<file path="src/rtl/agu_pkg.sv">
package agu_pkg;
  localparam int ADDR_W   = 16;
  localparam int OFF_W    = 8;
  localparam int SEL_W    = 4;
  localparam int NUM_REGS = 10;

  typedef enum logic [2:0] {
    M_IMM   = 3'd0,
    M_DIR   = 3'd1,
    M_RIND  = 3'd2,
    M_IDX   = 3'd3,
    M_BIDX  = 3'd4,
    M_PCREL = 3'd5,
    M_PUSH  = 3'd6,
    M_POP   = 3'd7
  } agu_mode_e;

  function automatic logic [ADDR_W-1:0] scale_index(input logic [ADDR_W-1:0] idx,
                                                    input logic [1:0] sh);
    return idx << sh;
  endfunction

  function automatic logic [ADDR_W-1:0] sext_off(input logic [OFF_W-1:0] off);
    return {{(ADDR_W-OFF_W){off[OFF_W-1]}}, off};
  endfunction

  function automatic logic [1:0] access_count(input agu_mode_e m);
    return (m == M_IMM || m == M_PCREL) ? 2'd1 : 2'd2;
  endfunction
endpackage

</file>
<file path="src/rtl/agu_regfile.sv">
module agu_regfile #(
  parameter int NUM_REGS = agu_pkg::NUM_REGS,
  parameter int SEL_W    = agu_pkg::SEL_W,
  parameter int DATA_W   = agu_pkg::ADDR_W
) (
  input  logic              clk,
  input  logic              rst_n,
  input  logic              wr_en,
  input  logic [SEL_W-1:0]  wr_sel,
  input  logic [DATA_W-1:0] wr_data,
  input  logic [SEL_W-1:0]  rd_a_sel,
  output logic [DATA_W-1:0] rd_a_data,
  input  logic [SEL_W-1:0]  rd_b_sel,
  output logic [DATA_W-1:0] rd_b_data
);
  logic [DATA_W-1:0] regs [NUM_REGS];

  for (genvar g = 0; g < NUM_REGS; g++) begin : g_reg
    always_ff @(posedge clk) begin
      if (!rst_n)                                 regs[g] <= '0;
      else if (wr_en && wr_sel == SEL_W'(g))      regs[g] <= wr_data;
    end
  end

  always_comb begin
    rd_a_data = '0;
    rd_b_data = '0;
    for (int i = 0; i < NUM_REGS; i++) begin
      if (rd_a_sel == SEL_W'(i)) rd_a_data = regs[i];
      if (rd_b_sel == SEL_W'(i)) rd_b_data = regs[i];
    end
  end
endmodule

</file>
<file path="src/rtl/agu_stack_ptr.sv">
module agu_stack_ptr #(
  parameter int                       ADDR_W   = agu_pkg::ADDR_W,
  parameter logic [ADDR_W-1:0]        SP_RESET = 16'hFFFE,
  parameter logic [ADDR_W-1:0]        STEP     = 16'd2
) (
  input  logic              clk,
  input  logic              rst_n,
  input  logic              push_en,
  input  logic              pop_en,
  output logic [ADDR_W-1:0] sp_q,
  output logic [ADDR_W-1:0] sp_dec
);
  assign sp_dec = sp_q - STEP;

  always_ff @(posedge clk) begin
    if (!rst_n)       sp_q <= SP_RESET;
    else if (push_en) sp_q <= sp_dec;
    else if (pop_en)  sp_q <= sp_q + STEP;
  end


  sp_push_step_chk: assert property (@(posedge clk) disable iff (!rst_n)
    push_en |=> sp_q == $past(sp_q) - STEP);

  sp_pop_step_chk: assert property (@(posedge clk) disable iff (!rst_n)
    pop_en |=> sp_q == $past(sp_q) + STEP);

  sp_hold_chk: assert property (@(posedge clk) disable iff (!rst_n)
    !(push_en || pop_en) |=> $stable(sp_q));

  sp_excl_chk: assert property (@(posedge clk) disable iff (!rst_n)
    !(push_en && pop_en));
endmodule

</file>
<file path="src/rtl/agu_ea_calc.sv">
module agu_ea_calc
  import agu_pkg::*;
#(
  parameter int AW = agu_pkg::ADDR_W,
  parameter int OW = agu_pkg::OFF_W
) (
  input  logic [2:0]    mode,
  input  logic [AW-1:0] abs_addr,
  input  logic [AW-1:0] disp,
  input  logic [AW-1:0] base_val,
  input  logic [AW-1:0] idx_val,
  input  logic [1:0]    scale,
  input  logic [AW-1:0] pc,
  input  logic [OW-1:0] off,
  input  logic [AW-1:0] sp_cur,
  input  logic [AW-1:0] sp_dec,
  output logic [AW-1:0] ea,
  output logic [1:0]    accesses,
  output logic          imm_flag
);
  agu_mode_e m;
  assign m = agu_mode_e'(mode);

  always_comb begin
    ea       = '0;
    imm_flag = 1'b0;
    unique case (m)
      M_IMM:   imm_flag = 1'b1;
      M_DIR:   ea = abs_addr;
      M_RIND:  ea = base_val;
      M_IDX:   ea = abs_addr + idx_val;
      M_BIDX:  ea = abs_addr + base_val + scale_index(idx_val, scale) + disp;
      M_PCREL: ea = pc + sext_off(off);
      M_PUSH:  ea = sp_dec;
      M_POP:   ea = sp_cur;
      default: ea = '0;
    endcase
    accesses = access_count(m);
  end
endmodule

</file>
<file path="src/rtl/agu_top.sv">
module agu_top
  import agu_pkg::*;
#(
  parameter int AW = agu_pkg::ADDR_W,
  parameter int OW = agu_pkg::OFF_W,
  parameter int SW = agu_pkg::SEL_W,
  parameter int NR = agu_pkg::NUM_REGS
) (
  input  logic          clk,
  input  logic          rst_n,
  input  logic          wr_en,
  input  logic [SW-1:0] wr_sel,
  input  logic [AW-1:0] wr_data,
  input  logic          req_valid,
  input  logic [2:0]    req_mode,
  input  logic [AW-1:0] req_abs,
  input  logic [AW-1:0] req_disp,
  input  logic [SW-1:0] req_base_sel,
  input  logic [SW-1:0] req_idx_sel,
  input  logic [1:0]    req_scale,
  input  logic [AW-1:0] req_pc,
  input  logic [OW-1:0] req_off,
  input  logic          req_taken,
  output logic          out_valid,
  output logic [AW-1:0] out_ea,
  output logic [1:0]    out_accesses,
  output logic          out_flush,
  output logic          out_imm_valid,
  output logic [AW-1:0] out_imm,
  output logic [AW-1:0] out_sp
);
  logic [AW-1:0] base_val, idx_val, sp_dec, ea_n;
  logic [1:0]    acc_n;
  logic          imm_n;
  logic          push_ev, pop_ev, flush_ev;

  assign push_ev  = req_valid && req_mode == M_PUSH;
  assign pop_ev   = req_valid && req_mode == M_POP;
  assign flush_ev = req_valid && req_mode == M_PCREL && req_taken;

  agu_regfile #(.NUM_REGS(NR), .SEL_W(SW), .DATA_W(AW)) u_rf (
    .clk, .rst_n, .wr_en, .wr_sel, .wr_data,
    .rd_a_sel(req_base_sel), .rd_a_data(base_val),
    .rd_b_sel(req_idx_sel),  .rd_b_data(idx_val)
  );

  agu_stack_ptr #(.ADDR_W(AW)) u_sp (
    .clk, .rst_n, .push_en(push_ev), .pop_en(pop_ev),
    .sp_q(out_sp), .sp_dec(sp_dec)
  );

  agu_ea_calc #(.AW(AW), .OW(OW)) u_calc (
    .mode(req_mode), .abs_addr(req_abs), .disp(req_disp),
    .base_val, .idx_val, .scale(req_scale), .pc(req_pc), .off(req_off),
    .sp_cur(out_sp), .sp_dec, .ea(ea_n), .accesses(acc_n), .imm_flag(imm_n)
  );

  always_ff @(posedge clk) begin
    if (!rst_n || !req_valid) begin
      out_valid     <= 1'b0;
      out_ea        <= '0;
      out_accesses  <= '0;
      out_flush     <= 1'b0;
      out_imm_valid <= 1'b0;
      out_imm       <= '0;
    end else begin
      out_valid     <= 1'b1;
      out_ea        <= ea_n;
      out_accesses  <= acc_n;
      out_flush     <= flush_ev;
      out_imm_valid <= imm_n;
      out_imm       <= imm_n ? req_abs : '0;
    end
  end


  idle_no_valid_chk: assert property (@(posedge clk) disable iff (!rst_n)
    !req_valid |=> !out_valid);

  imm_no_addr_chk: assert property (@(posedge clk) disable iff (!rst_n)
    out_imm_valid |-> out_valid && out_ea == '0 && out_accesses == 2'd1);

  flush_single_access_chk: assert property (@(posedge clk) disable iff (!rst_n)
    out_flush |-> out_valid && out_accesses == 2'd1 && !out_imm_valid);

  push_ea_is_new_sp_chk: assert property (@(posedge clk) disable iff (!rst_n)
    push_ev |=> out_ea == out_sp && out_accesses == 2'd2);

  count_range_chk: assert property (@(posedge clk) disable iff (!rst_n)
    out_valid |-> (out_accesses == 2'd1 || out_accesses == 2'd2));
endmodule

</file>
<file path="config.mk">
export PLATFORM = sky130hd
export DESIGN_NAME = agu_top
export DESIGN_NICKNAME = d
export VERILOG_FILES = /design/src/rtl/agu_pkg.sv /design/src/rtl/agu_regfile.sv /design/src/rtl/agu_stack_ptr.sv /design/src/rtl/agu_ea_calc.sv /design/src/rtl/agu_top.sv
export SDC_FILE = /design/constraint.sdc
export NUM_CORES = 1
export LEC_CHECK = 0
export BUFFER_PORTS_ARGS = -buffer_cell sky130_fd_sc_hd__buf_2
export CAP_MARGIN = 20
export CORE_AREA = 2 2 149 297
export DETAILED_ROUTE_END_ITERATION = 8
export DIE_AREA = 0 0 151 299
export PLACE_DENSITY = 0.56
export REMOVE_ABC_BUFFERS = 1
export SLEW_MARGIN = 20
export SYNTH_ARGS = -nofsm -noshare
export SYNTH_HDL_FRONTEND = slang
export SYNTH_SLANG_ARGS = --single-unit
</file>
<file path="constraint.sdc">
create_clock -name clk -period 7.2 [get_ports clk]
set_input_delay 1.44 -clock clk [delete_from_list [all_inputs] [get_ports clk]]
set_output_delay 1.44 -clock clk [all_outputs]
set_load 0.005 [all_outputs]
</file>
Word level (Yosys, flattened, before mapping) --
Memory sizes are Yosys's and may differ from the RTL's. Cells that the tools add are included.
Storage, ports and cells: logic and storage cells 152, bits of input ports 94, bits in registers 53, bits in writable memories 160, memories kept 1, output and inout port bits 53
Memory list:
- u_rf.regs | words 10, width 16, rd ports 10, clocked after Yosys merged registers in 0, write ports 10, RTL line agu_regfile.sv:16 | logic [DATA_W-1:0] regs [NUM_REGS];
Operators by class: shift-type cells 1, reduce and logical (&&, ||, !) cells 24, eq/ne operators 34, multiplexer cells 67, bitwise operators 11, add/subtract/negate cells 7
Operator list (number):
- $mux W16 | 32
- $pmux W16 S7 | 1
- $add A16 B16 Y16 | 5
- $eq A4 B3 Y1 const B | 12
- $mux W1 | 33
- $eq A4 B2 Y1 const B | 6
- $eq A4 B4 Y1 const B | 6
- $add A16 B2 Y16 const B | 1
- $shl A16 B2 Y16 | 1
- $sub A16 B2 Y16 const B | 1
- $logic_and A1 B1 Y1 | 14
- $eq A3 B3 Y1 const B | 4
- $eq A4 B1 Y1 const B | 3
- $logic_not A4 Y1 | 3
- $or A1 B1 Y1 | 10
- $eq A3 B2 Y1 const B | 2
- $eq A3 B1 Y1 const B | 1
- $logic_not A3 Y1 | 1
- $logic_not A1 Y1 | 2
- $logic_or A1 B1 Y1 | 2
- $mux W2 | 1
- $reduce_bool A2 Y1 | 1
- $reduce_or A2 Y1 | 1
- $not A1 Y1 | 1

Longest topological paths before layout --
Gate-level depths: netlist of the first run.
depth after elaboration 15, depth in mapped cells 27, mapped depth without buffers 23

By module --
From an unflattened synthesis of the first run, not the netlist that was laid out.
Second synthesis, totals: cell total of the unflattened synthesis 1583, area total of the unflattened synthesis 15723.8 um^2
By module, submodules not included:
- agu_regfile | area each 9311.4 um^2, sequential area each 4804.6 um^2, times used 1, cells an instance 805
- agu_ea_calc | area each 4111.4 um^2, sequential area each 0.0 um^2, times used 1, cells an instance 537
- agu_stack_ptr | area each 1229.9 um^2, sequential area each 300.3 um^2, times used 1, cells an instance 156
- agu_top | area each 1071.0 um^2, sequential area each 740.7 um^2, times used 1, cells an instance 85

Worst setup path after synthesis of the first run --
OpenSTA, ideal clock, no wires.
path type input to register, start input port req_idx_sel[1], end register out_ea[15], slack 0.904 ns, cell stages on the path 24, library setup time 0.117 ns, buffers on the path 3, required time 7.083 ns, arrival 6.179 ns, cell sequence buf_2 -> buf_2 -> buf_2 -> mux2i_1 -> nor2_1 -> a21oi_1 -> o32ai_1 -> a2111oi_1 -> inv_2 -> mux2_2 -> a21oi_1 -> fa_1 -> fa_1 -> inv_1 -> ha_1 -> o21a_1 -> o31a_1 -> o21ai_1 -> o21ai_1 -> o21a_1 -> o21ai_0 -> a21oi_1 -> xnor2_1 -> a22o_1
Between the ends: longest elaborated chain between the ends 15, elaborated cells on any way between the ends 25, those cells by class add/sub: 3; eq/ne: 9; shift: 1; mux: 11; reduce/logical: 1
Ends and longest elaborated chain:
- from (decl) | RTL line agu_top.sv:19 | input logic [SW-1:0] req_idx_sel,
- $logic_not A4 Y1 | RTL line agu_regfile.sv:30 | if (rd_b_sel == SEL_W'(i)) rd_b_data = regs[i];
- $mux W16 (9 in a row) | RTL line agu_regfile.sv:30
- $mux W16 (*) | RTL line agu_regfile.sv:30
- $shl A16 B2 Y16 | RTL line agu_pkg.sv:20 | return idx << sh;
- $add A16 B16 Y16 (2 in a row) | RTL line agu_ea_calc.sv:32 | M_BIDX: ea = abs_addr + base_val + scale_index(idx_val, scale) + disp;
- $pmux W16 S7 (*) | RTL line agu_ea_calc.sv:27 | unique case (m)
- to (signal assigned) | RTL line agu_top.sv:68 | out_ea <= ea_n;
- to (decl) | RTL line agu_top.sv:25 | output logic [AW-1:0] out_ea,
Mark *: on every way between the ends. The rest lies on a longest branch, timed or not. A chain may end at the register's enable or synchronous reset.

Worst setup path in the final report of the first run --
start input port req_idx_sel[0], end register out_ea[15]
The elaborated chain is that of the path after synthesis.

==> results of run 1 <==
[metrics by stage]
stage / power [mW] / instances / area (sq um)
finish: 3.672 / 2186 / 16600
global route: 3.851 / 2186 / 16600
CTS: 3.685 / 2186 / 16600
detailed placement: 2.507 / 2144 / 15880
global placement: 2.505 / 2144 / 15880
floorplan: 2.126 / 1398 / 14060
[worst paths after layout]
check,from,to,cells after the start
worst max-delay path,req_idx_sel[0],out_ea[15],21
worst min-delay path,u_sp.sp_q[14],u_sp.sp_q[14],2
worst max register to register,u_rf.regs[0][17],out_ea[15],20
worst min register to register,u_sp.sp_q[14],u_sp.sp_q[14],2
[routing by layer]
metal,share of wire [%],GRT usage [%],routed length (um)
met5,0.020,0,10
met3,8.2,3.008,4196
met2,47,36.34,24070
met1,41,30.93,21120
met4,3.4,7.588,1761
[flip-flops by register name, indices dropped and copies added (netlist names)]
register	count
u_rf.regs	160
out_imm_valid	1
out_imm	16
out_accesses	2
out_valid	1
out_flush	1
out_ea	16
u_sp.sp_q	15
[placed cells by master (no fill, tap or decap), drive strengths merged, types with 40 or more instances in the layout]
master  instances
buf           196
and2          183
edfxtp        160
nor2          111
nand2         102
inv            91
o21ai          69
a21oi          66
dfxtp          52
ha             47
xnor2          40
[worst register-to-register path: cells and delay by family, from the launching register on]
kind	cells	cell delay (ns)
compound gates	9	1.83
fa+ha+maj	4	1.31
mux	2	0.78
flops	1	0.42
simple gates	2	0.16
xor+xnor	1	0.14
buf+inv	2	0.12
[kinds of logic after synthesis]
| logic type | share of synthesized area, % |
|---|---|
| AND/OR/NAND/NOR | 20.50 |
| AO/OA/AOI/OAI | 16.20 |
| flip-flops | 40.55 |
| buffers and inverters | 4.860 |
| adder cells (fa/ha/maj) | 8.523 |
| multiplexers | 5.633 |
| XOR/XNOR | 3.706 |
| other | 0.02601 |
[final cells by class]
class,count,share of cell area [%]
Clock buffer,36,4.061
Clock inverter,6,0.2939
Inverter,91,2.057
Multi-Input combinational cell,1095,47.41
Sequential cell,212,35.20
Tap cell,550,4.144
Timing Repair Buffer,196,6.827
[power groups by stage]
stage	clock network (mW)	logic [mW]	registers, mW
floorplan	0	0.685	1.44
detailed placement	0	1.05	1.46
CTS	1.20	1.06	1.43
finish	1.18	1.06	1.43
global placement	0	1.05	1.46
global route	1.23	1.18	1.44
==> results.txt, run 1 <==
outcome: completed
First-pass DRT Iterations: 7
CTS buffer count: 23
final hold slack: 0.5792 ns
Synth async-reset ratio: 0%
CP peak stage delay: 0.62 ns
first-pass GRT wire length: 75,770 um
Yosys warning count: 0
setup TNS: 0 ns
post-layout min period: 6.108 ns
Final Max Tran Viols: 0
# diodes: 0
synthesized netlist cell count: 1,485
Die W: 151 um
worst slew pin tran: 1.020 ns
worst setup margin: 1.092 ns
initial core utilization: 33.55%
Main synth FF type: edfxtp_1
dpl hpwl: 36,650 um
buffer count from post-CTS setup fixing: 0
DIE AREA: 0.04515 sq mm
clk buf depth: 3
area of the multi-input gates: 0.007873 sq mm
CTS tree: yes
Routed WL: 51,150 um
via-per-instance ratio: 5.673
top-count cell post-synth: and2_1
cell area after synthesis: 0.01442 sq mm
routed wire length per instance: 23.40 um
largest net degree at the start of global routing: 31
PostCTS Resize Cnt: 0
Sequential Power Share: 39.1%
CP bufs+invs: 3
io pins: 147
row count: 108
Min-Delay Path Class: reg -> reg
clk root buf: clkbuf_16
Worst slew margin: 32.03%
crit start category: input pin
Clock transition at path regs: 0.07 ns
Gate power share: 28.9%
syn avg cell area: 9.708 sq um
clock skew: 0.02156 ns
ANT nets after route: 0
Distinct cells, synth: 83
RSZ-0062 raised after global routing: no
# port buffers: 145
area share of the largest cell type after synthesis: 33.33%
Most common cell on crit path: a21oi_1
Crit Path Category: in -> reg
ranking of synthesized cells by area: edfxtp_1 33%, and2_1 7.9%, dfxtp_1 7.2%, fa_1 4.4%, ha_1 4.1%
Area Growth Syn to Fin: 15.18%
Commonest cells post-synth: 182 x and2_1, 160 x edfxtp_1, 111 x nor2_1
Seq cells post-synth: 212
Vias: 12,400
Net Switching: 1.195 mW
CORE AREA: 0.04297 sq mm
H-tree levels: 1
Nets: 1,792
final RePlAce weighted congestion: 0.8780
Overflow after GRT: 0
clock power share: 32.0%
highest clock rate: 163.7 MHz
Power Density: 221.1 mW/mm^2
layout cells sized above 1: 16.93%
post-synth top area cell: edfxtp_1
r2r setup slk: 2.32 ns
Tcrit/Tclk final: 84.83%
IR drop worst, VDD: 0.1865 mV
initial antenna violation count: 2
count of final setup violators: 0
DR iter-0 viols: 1,377
Layout fillers: 4,329
CTS sink cnt: 212
vias in the first global route: 12,130
Top delay family on crit path: compound AO/OA/AOI/OAI gates
final core occ: 38.64%
pre-CTS setup slack: 0.5930 ns
total of max-cap violations: 0
final hold vios: 0
Post-CTS Hold Buffers: 0
Lkg Pwr: 6.658 nW
Switching Fraction: 32.55%
DRC Markers: 0
area of all sequential standard cells: 0.005846 sq mm
number of synthesized flops with an enable pin: 160
Internal: 2.476 mW
gr usage total: 22.50%
CP Data Required Time: 7.65 ns
CP Capture Type: register
Die Height: 299 um
CP cell instances: buf_2, buf_4, mux4_2, nor2_1, a2111oi_0, a221oi_1, mux2i_1, a21oi_1, fa_1, fa_1, inv_1, ha_1, o21ai_0, a21oi_1, o21ai_1, o21ai_1, o21a_1, o21ai_0, a21oi_1, xnor2_1, a22o_1
slowest CP cell: buf_2
WP data arrival: 6.56 ns
sequential fraction of the synthesis area: 40.55%
Skew-Pair Late Insertion Delay: 0.56 ns
CP max FO: 28
Note: power is estimated with default switching activity, not from simulation.
==> run 2: changes to the inputs <==
- clock period: 7.2 -> 5.98 ns (I/O delays scaled with it)
==> results.txt, run 2 (synthesized netlist as in run 1, its figures left out) <==
via-per-instance ratio: 5.541 (was 5.673)
io pins: 147 (unchanged)
Die W: 151 um (unchanged)
Min-Delay Path Class: reg -> reg (unchanged)
Clock transition at path regs: 0.06 ns (was 0.07 ns)
routed wire length per instance: 22.64 um (was 23.40 um)
placed cells: 2,207 (was 2,144)
first-pass GRT wire length: 75,800 um (was 75,770 um)
CTS tree: yes (unchanged)
Routed WL: 50,990 um (was 51,150 um)
clk root buf: clkbuf_16 (unchanged)
count of final setup violators: 0 (unchanged)
clk buf depth: 3 (unchanged)
final RePlAce weighted congestion: 0.9133 (was 0.8780)
clock skew: 0.03298 ns (was 0.02156 ns)
worst slew pin tran: 0.8747 ns (was 1.020 ns)
wire length on met1: 21,360 um (was 21,120 um)
CORE AREA: 0.04297 sq mm (unchanged)
CTS sink cnt: 212 (unchanged)
Nets: 1,856 (was 1,792)
WP data arrival: 6.10 ns (was 6.56 ns)
CP Data Required Time: 6.42 ns (was 7.65 ns)
gr usage total: 22.35% (was 22.50%)
commonest non-fill, non-tap cell in the layout: and2_1 (unchanged)
Lkg Pwr: 7.010 nW (was 6.658 nW)
top sig layer: met5 (unchanged)
largest net degree at the start of global routing: 31 (unchanged)
Design Power: 4.665 mW (was 3.672 mW)
most frequent cells in the layout: 182 x and2_1, 160 x edfxtp_1, 144 x buf_2 (was 182 x and2_1, 160 x edfxtp_1, 145 x buf_2)
dpl hpwl: 37,850 um (was 36,650 um)
Skew-Pair Late Insertion Delay: 0.57 ns (was 0.56 ns)
setup TNS: 0 ns (unchanged)
Vias: 12,480 (was 12,400)
CP max FO: 5 (was 28)
placed cell area: 0.01637 sq mm (was 0.01588 sq mm)
final hold slack: 0.5861 ns (was 0.5792 ns)
vias in the first global route: 12,340 (was 12,130)
DR iter-0 viols: 1,360 (was 1,377)
Tcrit/Tclk final: 94.54%
met3 routed WL: 3800 um (was 4196 um)
# port buffers: 145 (unchanged)
Die Height: 299 um (unchanged)
crit start category: input pin (unchanged)
layout cells sized above 1: 20.05% (was 16.93%)
final hold vios: 0 (unchanged)
First-pass DRT Iterations: 9 (was 7)
RSZ-0062 raised after global routing: no (unchanged)
post-layout min period: 5.654 ns
max FFs per register: 160 (unchanged)
largest registers: u_rf.regs (160), out_ea (16), out_imm (16) (unchanged)
met2 wire len: 24,270 um (was 24,070 um)
DIE AREA: 0.04515 sq mm (unchanged)
DRC Markers: 0 (unchanged)
Final Max Tran Viols: 0 (unchanged)
Reg with most FFs: u_rf.regs (unchanged)
fin area: 0.01718 sq mm (was 0.01660 sq mm)
outcome: completed (unchanged)
H-tree levels: 1 (unchanged)
CTS buffer count: 24 (was 23)
fin cells: 2,252 (was 2,186)
Power Density: 271.5 mW/mm^2 (was 221.1 mW/mm^2)
ANT nets after route: 0 (unchanged)
Area Growth Syn to Fin: 19.17% (was 15.18%)
IR drop worst, VDD: 0.2274 mV (was 0.1865 mV)
Crit Path Category: in -> reg (unchanged)
CP Capture Type: register (unchanged)
Worst slew margin: 40.18% (was 32.03%)
initial core utilization: 33.55% (unchanged)
highest clock rate: 176.9 MHz
row count: 108 (unchanged)
initial antenna violation count: 2 (unchanged)
Overflow after GRT: 0 (unchanged)
total of max-cap violations: 0 (unchanged)
## run 2: changes by cell type in the layout (fill, tap and decap cells not counted), sizes merged
| cell | before | now |
|---|---|---|
| clkinv | 6 | 7 |
| inv | 91 | 90 |
| buf | 196 | 258 |
| bufinv | 0 | 3 |
| diode | 0 | 1 |
## run 2: per-stage QoR
stage | util (%) | worst slack [ns]
after floorplan | - | 0.06146
after global placement | 38.09 | -0.1880
after detailed placement | 38.09 | -0.2229
after CTS | 39.96 | 0.3331
after global routing | 39.98 | 0.05887
final | 39.98 | 0.3263
## run 2: path summary, 6_finish.rpt
path                    startpoint             to  slack (ns)  cells after the start
setup reg to reg  u_rf.regs[1][18]     out_ea[15]        0.95                     22
setup / recovery    req_idx_sel[2]     out_ea[15]        0.33                     23
hold / removal       u_sp.sp_q[14]  u_sp.sp_q[14]        0.59                      2
hold reg to reg      u_sp.sp_q[14]  u_sp.sp_q[14]        0.59                      2
## run 2: repair_timing
| item | CTS | global route |
|---|---|---|
| hold buffers | 0 | 0 |
| hold endpoints to repair | 0 | 0 |
| resized for setup | 0 | 1 |
| setup buffers | 0 | 0 |
| endpoints found under the setup margin | 0 | 1 |
## run 2: routing by layer
layer / vias up / GRT usage (%)
li1: 5781 / -
met1: 6024 / 30.47
met2: 576 / 36.71
met3: 95 / 3.221
met4: 2 / 6.564
met5: - / 0
## run 2: final cells by class
class	count	area, sq um
Antenna cell	1	2.502
Clock buffer	35	661.9
Clock inverter	9	143.9
Fill cell	4338	25790
Inverter	91	341.6
Multi-Input combinational cell	1095	7875
Sequential cell	212	5846
Tap cell	550	688.2
Timing Repair Buffer	259	1622
## run 2: where the power goes
part / total [mW] / leakage (nW) / switching, mW / internal [mW]
combinational: 1.39 / 4.66 / 0.759 / 0.631
sequential: 1.73 / 1.96 / 0.0635 / 1.67
clock: 1.54 / 0.392 / 0.643 / 0.902
## run 2: critical path, cell delays in order
cell and delay [ns]:
buf_2 0.17, nand2b_1 0.21, nor2_1 0.09, a32oi_1 0.21
o32ai_1 0.18, a2111oi_1 0.54, buf_4 0.22, inv_2 0.04
mux2_2 0.27, a21oi_1 0.18, fa_1 0.45, fa_1 0.49
inv_1 0.04, ha_1 0.27, o21a_1 0.19, o31a_1 0.12
o21ai_1 0.21, o21ai_1 0.12, o21a_1 0.18, o21ai_0 0.24
a21oi_1 0.13, xnor2_1 0.15, a22o_1 0.20
==> run 3: changes to the inputs <==
- CORE_AREA: 2 2 149 297 -> 2 2 156 310
- DIE_AREA: 0 0 151 299 -> 0 0 158 312
- SLEW_MARGIN: 20 -> not set
- SYNTH_HIERARCHICAL: not set -> 1
- clock period: 5.98 -> 6.45 ns (I/O delays scaled with it)
==> results.txt, run 3 <==
outcome: completed (unchanged)
Net Switching: 1.395 mW (was 1.466 mW)
io pins: 147 (unchanged)
post-layout min period: 5.588 ns
clk root buf: clkbuf_16 (unchanged)
adder-cell share of the synthesized area: 7.814% (was 8.523%)
most frequent cells in the layout: 170 x and2_1, 160 x edfxtp_1, 144 x buf_2 (was 182 x and2_1, 160 x edfxtp_1, 144 x buf_2)
crit start category: input pin (unchanged)
Gate power share: 31.5% (was 29.8%)
syn avg cell area: 9.933 sq um (was 9.708 sq um)
Overflow after GRT: 0 (unchanged)
gr usage total: 21.90% (was 22.35%)
CTS tree: yes (unchanged)
IR drop worst, VDD: 0.1487 mV (was 0.2274 mV)
placed cell area: 0.01721 sq mm (was 0.01637 sq mm)
# diodes: 0 (was 1)
sequential fraction of the synthesis area: 37.18% (was 40.55%)
PostCTS Resize Cnt: 0 (unchanged)
highest clock rate: 179.0 MHz
DR iter-0 viols: 701 (was 1,360)
Seq cells post-synth: 212 (unchanged)
CP Capture Type: register (unchanged)
count of final setup violators: 0 (unchanged)
final hold vios: 0 (unchanged)
post-synth top area cell: edfxtp_1 (unchanged)
area share of the largest cell type after synthesis: 30.56% (was 33.33%)
cell area after synthesis: 0.01572 sq mm (was 0.01442 sq mm)
CTS sink cnt: 212 (unchanged)
Area Growth Syn to Fin: 13.89% (was 19.17%)
Min-Delay Path Class: reg -> reg (unchanged)
simple-gate share of the synthesized area: 20.54% (was 20.50%)
DRC Markers: 0 (unchanged)
Routed WL: 54,810 um (was 50,990 um)
xor/xnor share of the synthesized area: 3.398% (was 3.706%)
Distinct cells, synth: 93 (was 83)
CP max FO: 11 (was 5)
H-tree levels: 1 (unchanged)
fin area: 0.01791 sq mm (was 0.01718 sq mm)
top-count cell post-synth: and2_1 (unchanged)
ranking of synthesized cells by area: edfxtp_1 31%, and2_1 6.8%, dfxtp_1 6.6%, mux2i_1 4.7%, fa_1 4.1% (was edfxtp_1 33%, and2_1 7.9%, dfxtp_1 7.2%, fa_1 4.4%, ha_1 4.1%)
synthesized netlist cell count: 1,583 (was 1,485)
WP data arrival: 6.04 ns (was 6.10 ns)
final RePlAce weighted congestion: 0.9302 (was 0.9133)
clk buf depth: 3 (unchanged)
initial antenna violation count: 0 (was 2)
vias in the first global route: 13,650 (was 12,340)
Skew-Pair Late Insertion Delay: 0.55 ns (was 0.57 ns)
via-per-instance ratio: 5.473 (was 5.541)
Tcrit/Tclk final: 86.64%
largest registers: u_rf/regs (160), out_ea (16), out_imm (16) (was u_rf.regs (160), out_ea (16), out_imm (16))
Design Power: 4.211 mW (was 4.665 mW)
Main synth FF type: edfxtp_1 (unchanged)
Clock transition at path regs: 0.07 ns (was 0.06 ns)
# port buffers: 145 (unchanged)
Lkg Pwr: 7.304 nW (was 7.010 nW)
max FFs per register: 160 (unchanged)
largest net degree at the start of global routing: 33 (was 31)
final core occ: 38.26% (was 39.98%)
CTS buffer count: 20 (was 24)
buffer count from post-CTS setup fixing: 0 (unchanged)
mux contribution to synthesized area: 8.936% (was 5.633%)
Synth async-reset ratio: 0% (unchanged)
Vias: 12,930 (was 12,480)
Switching Fraction: 33.12% (was 31.42%)
first-pass GRT wire length: 80,830 um (was 75,800 um)
Internal: 2.816 mW (was 3.199 mW)
Final Max Tran Viols: 0 (unchanged)
worst slew pin tran: 0.9053 ns (was 0.8747 ns)
row count: 112 (was 108)
Post-CTS Hold Buffers: 0 (unchanged)
Die W: 158 um (was 151 um)
Die Height: 312 um (was 299 um)
Power Density: 235.2 mW/mm^2 (was 271.5 mW/mm^2)
total of max-cap violations: 0 (unchanged)
Crit Path Category: in -> reg (unchanged)
routed wire length per instance: 23.20 um (was 22.64 um)
dpl hpwl: 44,410 um (was 37,850 um)
Worst slew margin: 39.18% (was 40.18%)
Compound-Gate Fraction of Synth Area: 16.12% (was 16.20%)
First-pass DRT Iterations: 6 (was 9)
Commonest cells post-synth: 170 x and2_1, 160 x edfxtp_1, 99 x inv_1 (was 182 x and2_1, 160 x edfxtp_1, 111 x nor2_1)
Nets: 1,894 (was 1,856)
Layout fillers: 4,780 (was 4,338)
DIE AREA: 0.04930 sq mm (was 0.04515 sq mm)
layout cells sized above 1: 19.48% (was 20.05%)
number of synthesized flops with an enable pin: 160 (unchanged)
initial core utilization: 33.59% (was 33.55%)
CORE AREA: 0.04680 sq mm (was 0.04297 sq mm)
setup TNS: 0 ns (unchanged)
Reg with most FFs: u_rf/regs (was u_rf.regs)
clock skew: 0.01945 ns (was 0.03298 ns)
largest family of logic cells by synthesized area: simple AND/OR/NAND/NOR gates (unchanged)
Yosys warning count: 6 (was 0)
ANT nets after route: 0 (unchanged)
clock power share: 30.6% (was 33.1%)
Sequential Power Share: 37.9% (was 37.1%)
RSZ-0062 raised after global routing: no (unchanged)
CP Data Required Time: 6.90 ns (was 6.42 ns)
commonest non-fill, non-tap cell in the layout: and2_1 (unchanged)
-- run 3: cell count changes after synthesis, moves of 14 or more --
cell / delta
nor2_1: -60
mux2i_1: +39
o21ai_0: +31
a222oi_1: -26
clkbuf_1: -26
nand2_1: -25
buf_2: +23
mux2_2: +20
o221ai_1: +15
inv_1: +14
nor2b_1: +14
nor3_1: -14
-- run 3: layout make-up --
cell class,count,area [sq um],share of cell area (%)
timing repair buffer,217,1269,7.085
multi-input combinational,1170,8940,49.92
clock buffer,23,533.0,2.977
inverter,100,375.4,2.096
clock inverter,13,160.2,0.8944
tap,627,784.5,4.381
sequential,212,5846,32.64
-- run 3: worst paths after layout --
path	start	end	slack, ns	cells after the start
setup / recovery	req_base_sel[3]	out_ea[13]	0.86	20
hold / removal	u_sp/sp_q[15]	u_sp/sp_q[15]	0.59	2
setup reg to reg	u_rf/regs[6][1]	out_ea[13]	1.66	18
hold reg to reg	u_sp/sp_q[15]	u_sp/sp_q[15]	0.59	2
-- run 3: routing by layer --
layer	routed length (um)	global-route usage (%)
met5	0	0
met4	3954	14.62
met1	17420	19.26
met2	31310	44.48
met3	2126	2.316
-- run 3: cell families (layout without fill, tap and decap cells) --
family / after synthesis / count (layout)
AND/OR/NAND/NOR: 528 / 528
other: 1 / 2
AO/OA/AOI/OAI: 377 / 377
buffers and inverters: 202 / 353
multiplexers: 123 / 123
XOR/XNOR: 61 / 61
adder cells (fa/ha/maj): 79 / 79
flip-flops: 212 / 212
-- run 3: worst max-delay path: stages --
cell and delay [ns]:
buf_2 0.23, nor3b_1 0.41, o2bb2a_1 0.27, a21o_1 0.17, o21ai_0 0.11, buf_4 0.18
inv_1 0.05, fa_1 0.52, fa_1 0.55, inv_1 0.04, ha_1 0.21, fa_1 0.42
a21o_4 0.25, a31oi_4 0.23, nor3_2 0.12, o41ai_4 0.33, xnor2_1 0.11, a221oi_2 0.25
o21ai_1 0.09, and3_1 0.18
-- run 3: power groups by stage --
stage / logic [mW] / registers (mW) / clock network, mW
3_3_place_gp: 1.30 / 1.63 / 0
5_1_grt: 1.44 / 1.60 / 1.36
6_report: 1.33 / 1.60 / 1.29
2_1_floorplan: 0.877 / 1.61 / 0
3_5_place_dp: 1.32 / 1.63 / 0
4_1_cts: 1.32 / 1.60 / 1.32
-- run 3: stage by stage --
step | setup slack [ns] | instances | hold slack [ns]
global placement | 0.3768 | 2326 | 0.5640
floorplan | 0.9357 | 1482 | 0.5371
CTS | 0.8912 | 2362 | 0.5944
finish | 0.8619 | 2362 | 0.5893
global route | 0.6143 | 2362 | 0.6566
detailed placement | 0.3216 | 2326 | 0.5713
